File: config.mk
export PLATFORM = sky130hd
export DESIGN_NAME = vf_level_seq
export DESIGN_NICKNAME = d
export VERILOG_FILES = /design/src/rtl/vfs_pkg.sv /design/src/rtl/vfs_load_pick.sv /design/src/rtl/vfs_level_judge.sv /design/src/rtl/vfs_step_fsm.sv /design/src/rtl/vf_level_seq.sv
export SDC_FILE = /design/constraint.sdc
export NUM_CORES = 1
export LEC_CHECK = 0
export ABC_AREA = 1
export BUFFER_PORTS_ARGS = -buffer_cell sky130_fd_sc_hd__buf_2
export CAP_MARGIN = 20
export CELL_PAD_IN_SITES_DETAIL_PLACEMENT = 0
export CELL_PAD_IN_SITES_GLOBAL_PLACEMENT = 1
export CORE_MARGIN = 1
export CORE_UTILIZATION = 48
export DETAILED_ROUTE_END_ITERATION = 8
export PLACE_DENSITY = 0.92
export SYNTH_ARGS = -nofsm -noshare
export SYNTH_HDL_FRONTEND = slang
export SYNTH_HIERARCHICAL = 1
export SYNTH_SLANG_ARGS = --single-unit
File: constraint.sdc
create_clock -name clk -period 6.2 [get_ports clk]
set_input_delay 0.31 -clock clk [delete_from_list [all_inputs] [get_ports clk]]
set_output_delay 0.31 -clock clk [all_outputs]
set_load 0.02 [all_outputs]
File: src/rtl/vfs_pkg.sv
package vfs_pkg;
  localparam int NUM_LVL = 5;
  localparam int LVL_W   = 3;
  localparam int MHZ_W   = 9;
  localparam logic [LVL_W-1:0] TOP_LVL  = 3'd0;
  localparam logic [LVL_W-1:0] SLOW_LVL = 3'(NUM_LVL - 1);
  localparam logic [LVL_W-1:0] BOOT_LVL = 3'd2;

  typedef enum logic [2:0] {
    ST_IDLE,
    ST_RAISE_V,
    ST_RAISE_C,
    ST_LOWER_C,
    ST_LOWER_V
  } seq_state_t;

  function automatic logic [MHZ_W-1:0] lvl_mhz(input logic [LVL_W-1:0] l);
    case (l)
      3'd0:    lvl_mhz = 9'd266;
      3'd1:    lvl_mhz = 9'd200;
      3'd2:    lvl_mhz = 9'd160;
      3'd3:    lvl_mhz = 9'd133;
      default: lvl_mhz = 9'd100;
    endcase
  endfunction
endpackage

File: src/rtl/vfs_load_pick.sv
module vfs_load_pick #(
  parameter int NUM_MON = 2,
  parameter int CNT_W   = 16
) (
  input  logic [NUM_MON*CNT_W-1:0] mon_busy,
  input  logic [NUM_MON*CNT_W-1:0] mon_total,
  output logic [CNT_W-1:0]         sel_busy,
  output logic [CNT_W-1:0]         sel_total
);
  logic [CNT_W-1:0] busy_a  [NUM_MON];
  logic [CNT_W-1:0] total_a [NUM_MON];

  genvar gi;
  generate
    for (gi = 0; gi < NUM_MON; gi++) begin : g_unpack
      assign busy_a[gi]  = mon_busy[gi*CNT_W +: CNT_W];
      assign total_a[gi] = mon_total[gi*CNT_W +: CNT_W];
    end
  endgenerate

  // strict compare keeps the lowest index on ties
  always_comb begin
    sel_busy  = busy_a[0];
    sel_total = total_a[0];
    for (int i = 1; i < NUM_MON; i++) begin
      if (busy_a[i] > sel_busy) begin
        sel_busy  = busy_a[i];
        sel_total = total_a[i];
      end
    end
  end
endmodule

File: src/rtl/vfs_level_judge.sv
module vfs_level_judge
  import vfs_pkg::*;
#(
  parameter int CNT_W  = 16,
  parameter int HI_PCT = 90,
  parameter int LO_PCT = 50
) (
  input  logic [CNT_W-1:0] busy,
  input  logic [CNT_W-1:0] total,
  input  logic [LVL_W-1:0] cur,
  output logic [LVL_W-1:0] target
);
  localparam int PW = CNT_W + 10;

  logic [PW-1:0] scaled_pct;
  logic [PW-1:0] hi_mark;
  logic [PW-1:0] lo_mark;

  // busy * 4 (saturation) * 100 (percent)
  assign scaled_pct = PW'(busy) * PW'(400);
  assign hi_mark    = PW'(total) * PW'(HI_PCT);
  assign lo_mark    = PW'(total) * PW'(LO_PCT);

  always_comb begin
    target = cur;
    if (scaled_pct > hi_mark) begin
      target = TOP_LVL;
    end else if (scaled_pct < lo_mark) begin
      if (cur < SLOW_LVL) target = cur + 3'd1;
    end
  end
endmodule

File: src/rtl/vfs_step_fsm.sv
module vfs_step_fsm
  import vfs_pkg::*;
#(
  parameter int VOLT_W = 8,
  parameter int V_SLOW = 100,
  parameter int V_STEP = 5
) (
  input  logic              clk,
  input  logic              rst_n,
  input  logic              tick,
  input  logic              suspend,
  input  logic              resume,
  input  logic [LVL_W-1:0]  judged,
  output logic [LVL_W-1:0]  cur_lvl,
  output logic              locked,
  output logic              volt_req,
  output logic [VOLT_W-1:0] volt_code,
  input  logic              volt_ack,
  input  logic              volt_err,
  output logic              clk_req,
  output logic [LVL_W-1:0]  clk_lvl,
  input  logic              clk_ack,
  input  logic              clk_err
);
  seq_state_t       state_q, state_d;
  logic [LVL_W-1:0] cur_q, cur_d;
  logic [LVL_W-1:0] tgt_q, tgt_d;
  logic             lock_q, lock_d;
  logic             pend_q, pend_d;

  always_comb begin
    state_d = state_q;
    cur_d   = cur_q;
    tgt_d   = tgt_q;
    lock_d  = lock_q;
    pend_d  = pend_q;

    if (suspend) begin
      lock_d = 1'b1;
      pend_d = 1'b1;
    end else if (resume) begin
      lock_d = 1'b0;
      pend_d = 1'b0;
    end

    case (state_q)
      ST_IDLE: begin
        if (pend_q || suspend) begin
          pend_d = 1'b0;
          if (cur_q != TOP_LVL) begin
            tgt_d   = TOP_LVL;
            state_d = ST_RAISE_V;
          end
        end else if (tick && !lock_q && judged != cur_q) begin
          tgt_d   = judged;
          state_d = (judged < cur_q) ? ST_RAISE_V : ST_LOWER_C;
        end
      end
      ST_RAISE_V: begin
        if (volt_err)      state_d = ST_IDLE;
        else if (volt_ack) state_d = ST_RAISE_C;
      end
      ST_RAISE_C: begin
        if (clk_err) begin
          state_d = ST_IDLE;
        end else if (clk_ack) begin
          state_d = ST_IDLE;
          cur_d   = tgt_q;
        end
      end
      ST_LOWER_C: begin
        if (clk_err)      state_d = ST_IDLE;
        else if (clk_ack) state_d = ST_LOWER_V;
      end
      ST_LOWER_V: begin
        if (volt_err) begin
          state_d = ST_IDLE;
        end else if (volt_ack) begin
          state_d = ST_IDLE;
          cur_d   = tgt_q;
        end
      end
      default: state_d = ST_IDLE;
    endcase
  end

  always_ff @(posedge clk or negedge rst_n) begin
    if (!rst_n) begin
      state_q <= ST_IDLE;
      cur_q   <= BOOT_LVL;
      tgt_q   <= BOOT_LVL;
      lock_q  <= 1'b0;
      pend_q  <= 1'b0;
    end else begin
      state_q <= state_d;
      cur_q   <= cur_d;
      tgt_q   <= tgt_d;
      lock_q  <= lock_d;
      pend_q  <= pend_d;
    end
  end

  assign cur_lvl   = cur_q;
  assign locked    = lock_q;
  assign volt_req  = (state_q == ST_RAISE_V) || (state_q == ST_LOWER_V);
  assign clk_req   = (state_q == ST_RAISE_C) || (state_q == ST_LOWER_C);
  assign clk_lvl   = tgt_q;
  assign volt_code = VOLT_W'(V_SLOW + V_STEP * (int'(SLOW_LVL) - int'(tgt_q)));
endmodule

File: src/rtl/vf_level_seq.sv
module vf_level_seq
  import vfs_pkg::*;
#(
  parameter int NUM_MON = 2,
  parameter int CNT_W   = 16,
  parameter int HI_PCT  = 90,
  parameter int LO_PCT  = 50,
  parameter int VOLT_W  = 8,
  parameter int V_SLOW  = 100,
  parameter int V_STEP  = 5
) (
  input  logic                     clk,
  input  logic                     rst_n,
  input  logic                     tick,
  input  logic                     suspend,
  input  logic                     resume,
  input  logic [NUM_MON*CNT_W-1:0] mon_busy,
  input  logic [NUM_MON*CNT_W-1:0] mon_total,
  output logic                     volt_req,
  output logic [VOLT_W-1:0]        volt_code,
  input  logic                     volt_ack,
  input  logic                     volt_err,
  output logic                     clk_req,
  output logic [2:0]               clk_lvl,
  input  logic                     clk_ack,
  input  logic                     clk_err,
  output logic [2:0]               cur_lvl,
  output logic [8:0]               cur_mhz,
  output logic                     locked
);
  logic [CNT_W-1:0] sel_busy;
  logic [CNT_W-1:0] sel_total;
  logic [LVL_W-1:0] judged;

  vfs_load_pick #(.NUM_MON(NUM_MON), .CNT_W(CNT_W)) u_pick (
    .mon_busy  (mon_busy),
    .mon_total (mon_total),
    .sel_busy  (sel_busy),
    .sel_total (sel_total)
  );

  vfs_level_judge #(.CNT_W(CNT_W), .HI_PCT(HI_PCT), .LO_PCT(LO_PCT)) u_judge (
    .busy   (sel_busy),
    .total  (sel_total),
    .cur    (cur_lvl),
    .target (judged)
  );

  vfs_step_fsm #(.VOLT_W(VOLT_W), .V_SLOW(V_SLOW), .V_STEP(V_STEP)) u_fsm (
    .clk       (clk),
    .rst_n     (rst_n),
    .tick      (tick),
    .suspend   (suspend),
    .resume    (resume),
    .judged    (judged),
    .cur_lvl   (cur_lvl),
    .locked    (locked),
    .volt_req  (volt_req),
    .volt_code (volt_code),
    .volt_ack  (volt_ack),
    .volt_err  (volt_err),
    .clk_req   (clk_req),
    .clk_lvl   (clk_lvl),
    .clk_ack   (clk_ack),
    .clk_err   (clk_err)
  );

  assign cur_mhz = lvl_mhz(cur_lvl);
endmodule

==> metrics.txt <==
Synth top cells by count inv_1 (250), nand2_1 (226), ha_1 (221); worst setup margin -191.9 ps; row count 46; r2r startpoint u_fsm/cur_lvl[1]$_DFFE_PN1P_; r2r endpoint u_fsm/clk_lvl[2]$_DFFE_PN0P_; share of layout cells above drive strength 1 0.4293; R2R depth 12; Layout fillers 1013; routability cong. 0.8844; antenna cells 0; routed vias 8874; initial antenna violation count 0; Async SR Flop Fraction 1.000; # IOs 99; DRT antenna net count 0; Area growth, synth to finish 54.86%; final hold slack 277.7 ps; detailed placement HPWL 17.56 mm; crit path launch mon_busy[14]; biggest area consumer among synthesized cells ha_1; number of enable flip-flop cells after synthesis 0; Slowest-stage cell, CP fa_1; vias in the first global route 8721; worst-case clock buffer depth 2; H-tree Lvls 1; startpoint types input pin; critical-path maximum fanout 6; Post-Route WL 27.21 mm; overflow left after global routing 0; failing checks setup timing; top-area cell type share of the netlist area 0.3456; CP required 6320 ps; Root Buffer clkbuf_16; Synthesized Nets 1467; Final Setup Violations 6; ys flop type dfrtp_1; fin. max-slew vios 0; Yosys Warn Count 6; first-pass GRT wire length 37.84 mm; largest cells by area after synthesis ha_1 (35%), inv_1 (12%), nand2_1 (11%); Arrival @ worst endpoint 6520 ps; post-route cell area 0.01239 mm²; gr usage total 0.2618; starting density of the core 0.4982; DRC Markers 0; Num CTS Buffers 3; Post-Place Cell Area 0.01024 mm²; Finished Core Util 0.7715; synthesized cell area 0.008000 mm²; Hold Crit Class in -> reg; Tcrit/Tclk final 1.031; CTS clk-pin slew, worst paths 40 ps; post-layout minimum cycle time 6392 ps; Crit Path Category in -> reg; Chip Width 131.1 µm; RSZ-0062 raised after global routing true; Final Hold Fails 0; clock latency on the worst-skew pair 240 ps; max incr delay on CP 600 ps; Setup crit end u_fsm/clk_lvl[0]$_DFFE_PN0P_; DR vias/cell 5.285; Avg Inst Size Synth 7.074 µm²; routed length per instance 16.21 µm; most numerous cell in the Yosys netlist inv_1; most frequent CP cell nand2_4; R2R Setup Slk 4000 ps; cell count after synthesis 1131; post-synthesis register bit count 11; clk_skew 0.9107 ps; core area 0.01606 mm²; starting DRC count in detailed routing 461; TritonRoute pass-1 iters 4; CP endpoint kind register; top achievable clock speed 156.4 MHz; register area share after synthesis 0.03472; Final #Nets 1800; DIE AREA 0.01719 mm²; number of unique standard cell types used by synthesis 46; Die Ht 131.1 µm; run status finished with violations; maxcap violations 0; clk sinks 11; CTS tree yes; number of buffers added on ports 97; largest net degree at the start of global routing 18
sequential cells by signal, summed over array words and instances, names as in the netlist:
signal and cells:
u_fsm/locked 1, u_fsm/pend_q 1, u_fsm/state_q 3, u_fsm/cur_lvl 3
u_fsm/clk_lvl 3
worst max-delay path, delay by kind of cell:
| kind | cells | cell delay (ps) |
|---|---|---|
| adder cells (fa/ha/maj) | 7 | 2530 |
| AND/OR/NAND/NOR | 19 | 2250 |
| buffers and inverters | 9 | 840 |
| AO/OA/AOI/OAI | 4 | 500 |
| XOR/XNOR | 1 | 80 |
worst min path at each step:
| stage | start | to | slack (ps) | cells past startpoint |
|---|---|---|---|---|
| floorplan | rst_n | u_fsm/clk_lvl[0]$_DFFE_PN0P_ | 10 | 0 |
| global placement | rst_n | u_fsm/cur_lvl[0]$_DFFE_PN0P_ | 180 | 1 |
| detailed placement | rst_n | u_fsm/cur_lvl[2]$_DFFE_PN0P_ | 190 | 1 |
| CTS | resume | u_fsm/locked$_DFFE_PN0P_ | 270 | 2 |
| global route | resume | u_fsm/locked$_DFFE_PN0P_ | 320 | 2 |
| finish | resume | u_fsm/locked$_DFFE_PN0P_ | 280 | 2 |
per-layer routing:
layer | vias to the layer above | share of wire | GRT usage
met2 | 270 | 0.53 | 0.5192
met3 | 114 | 0.033 | 0.01235
li1 | 4280 | - | -
met4 | 0 | 0.053 | 0.06601
met1 | 4210 | 0.39 | 0.3011
met5 | - | 0 | 0
what timing repair did:
item,4_1_cts,5_1_grt
resized for setup,146,184
hold buffers,1,0
setup endpoints to repair,6,6
cloned,3,0
buffers inserted,28,10
hold endpoints to repair,9,0
pin swaps,65,107
per-stage QoR:
step	worst slack, ps	TNS [ps]	cells
after CTS	0.5831	0	1671
after detailed placement	-698.0	-3714	1636
final	-191.9	-844.5	1679
after floorplan	10.40	0	1131
after global routing	-406.9	-2148	1679
after global placement	-533.0	-2842	1636
layout make-up:
class / instances / area, µm² / area share
Multi-Input combinational cell: 852 / 8297 / 0.6697
Timing Repair Buffer: 340 / 2499 / 0.2017
Inverter: 256 / 965.9 / 0.07796
Sequential cell: 11 / 277.8 / 0.02242
Tap cell: 216 / 270.3 / 0.02181
Clock buffer: 3 / 75.07 / 0.006059
Clock inverter: 1 / 5.005 / 0.0004040
logic make-up (layout without fill, tap and decap cells):
family | count (synthesis) | in the layout | share of synthesized area
AO/OA/AOI/OAI | 132 | 132 | 0.09227
XOR/XNOR | 62 | 62 | 0.06788
adder cells (fa/ha/maj) | 263 | 263 | 0.4507
buffers and inverters | 269 | 600 | 0.1311
flip-flops | 11 | 11 | 0.03472
multiplexers | 1 | 1 | 0.001251
other | 1 | 1 | 0.0004687
AND/OR/NAND/NOR | 392 | 393 | 0.2216
layout by cell type (no fill, tap or decap), drive strengths merged:
cell         synthesis  routed
a21oi               83      83
o2111ai              1       1
dfrtp                9       9
ha                 221     221
inv                254     254
o31ai                8       8
dlygate4sd3          0       1
buf                 10     339
clkbuf               3       3
a21o                 2       2
nand3               72      72
clkinv               2       3
o211a                1       1
xnor2               26      26
conb                 1       1
nand4                6       6
o21a                 1       1
nor2                51      51
a31oi                6       6
fa                  42      42
a221oi               1       1
mux2i                1       1
or2                  1       1
nor3                10      10
xor2                36      36
and2                 1       1
and3                 2       2
o21bai               1       1
nand3b               3       3
o21ai               25      25
dfstp                2       2
nand2              246     247
o211ai               2       2
a21boi               1       1
Power is not shown: default switching activity piles up to over one toggle a cycle in this logic, so the estimate is an artifact.
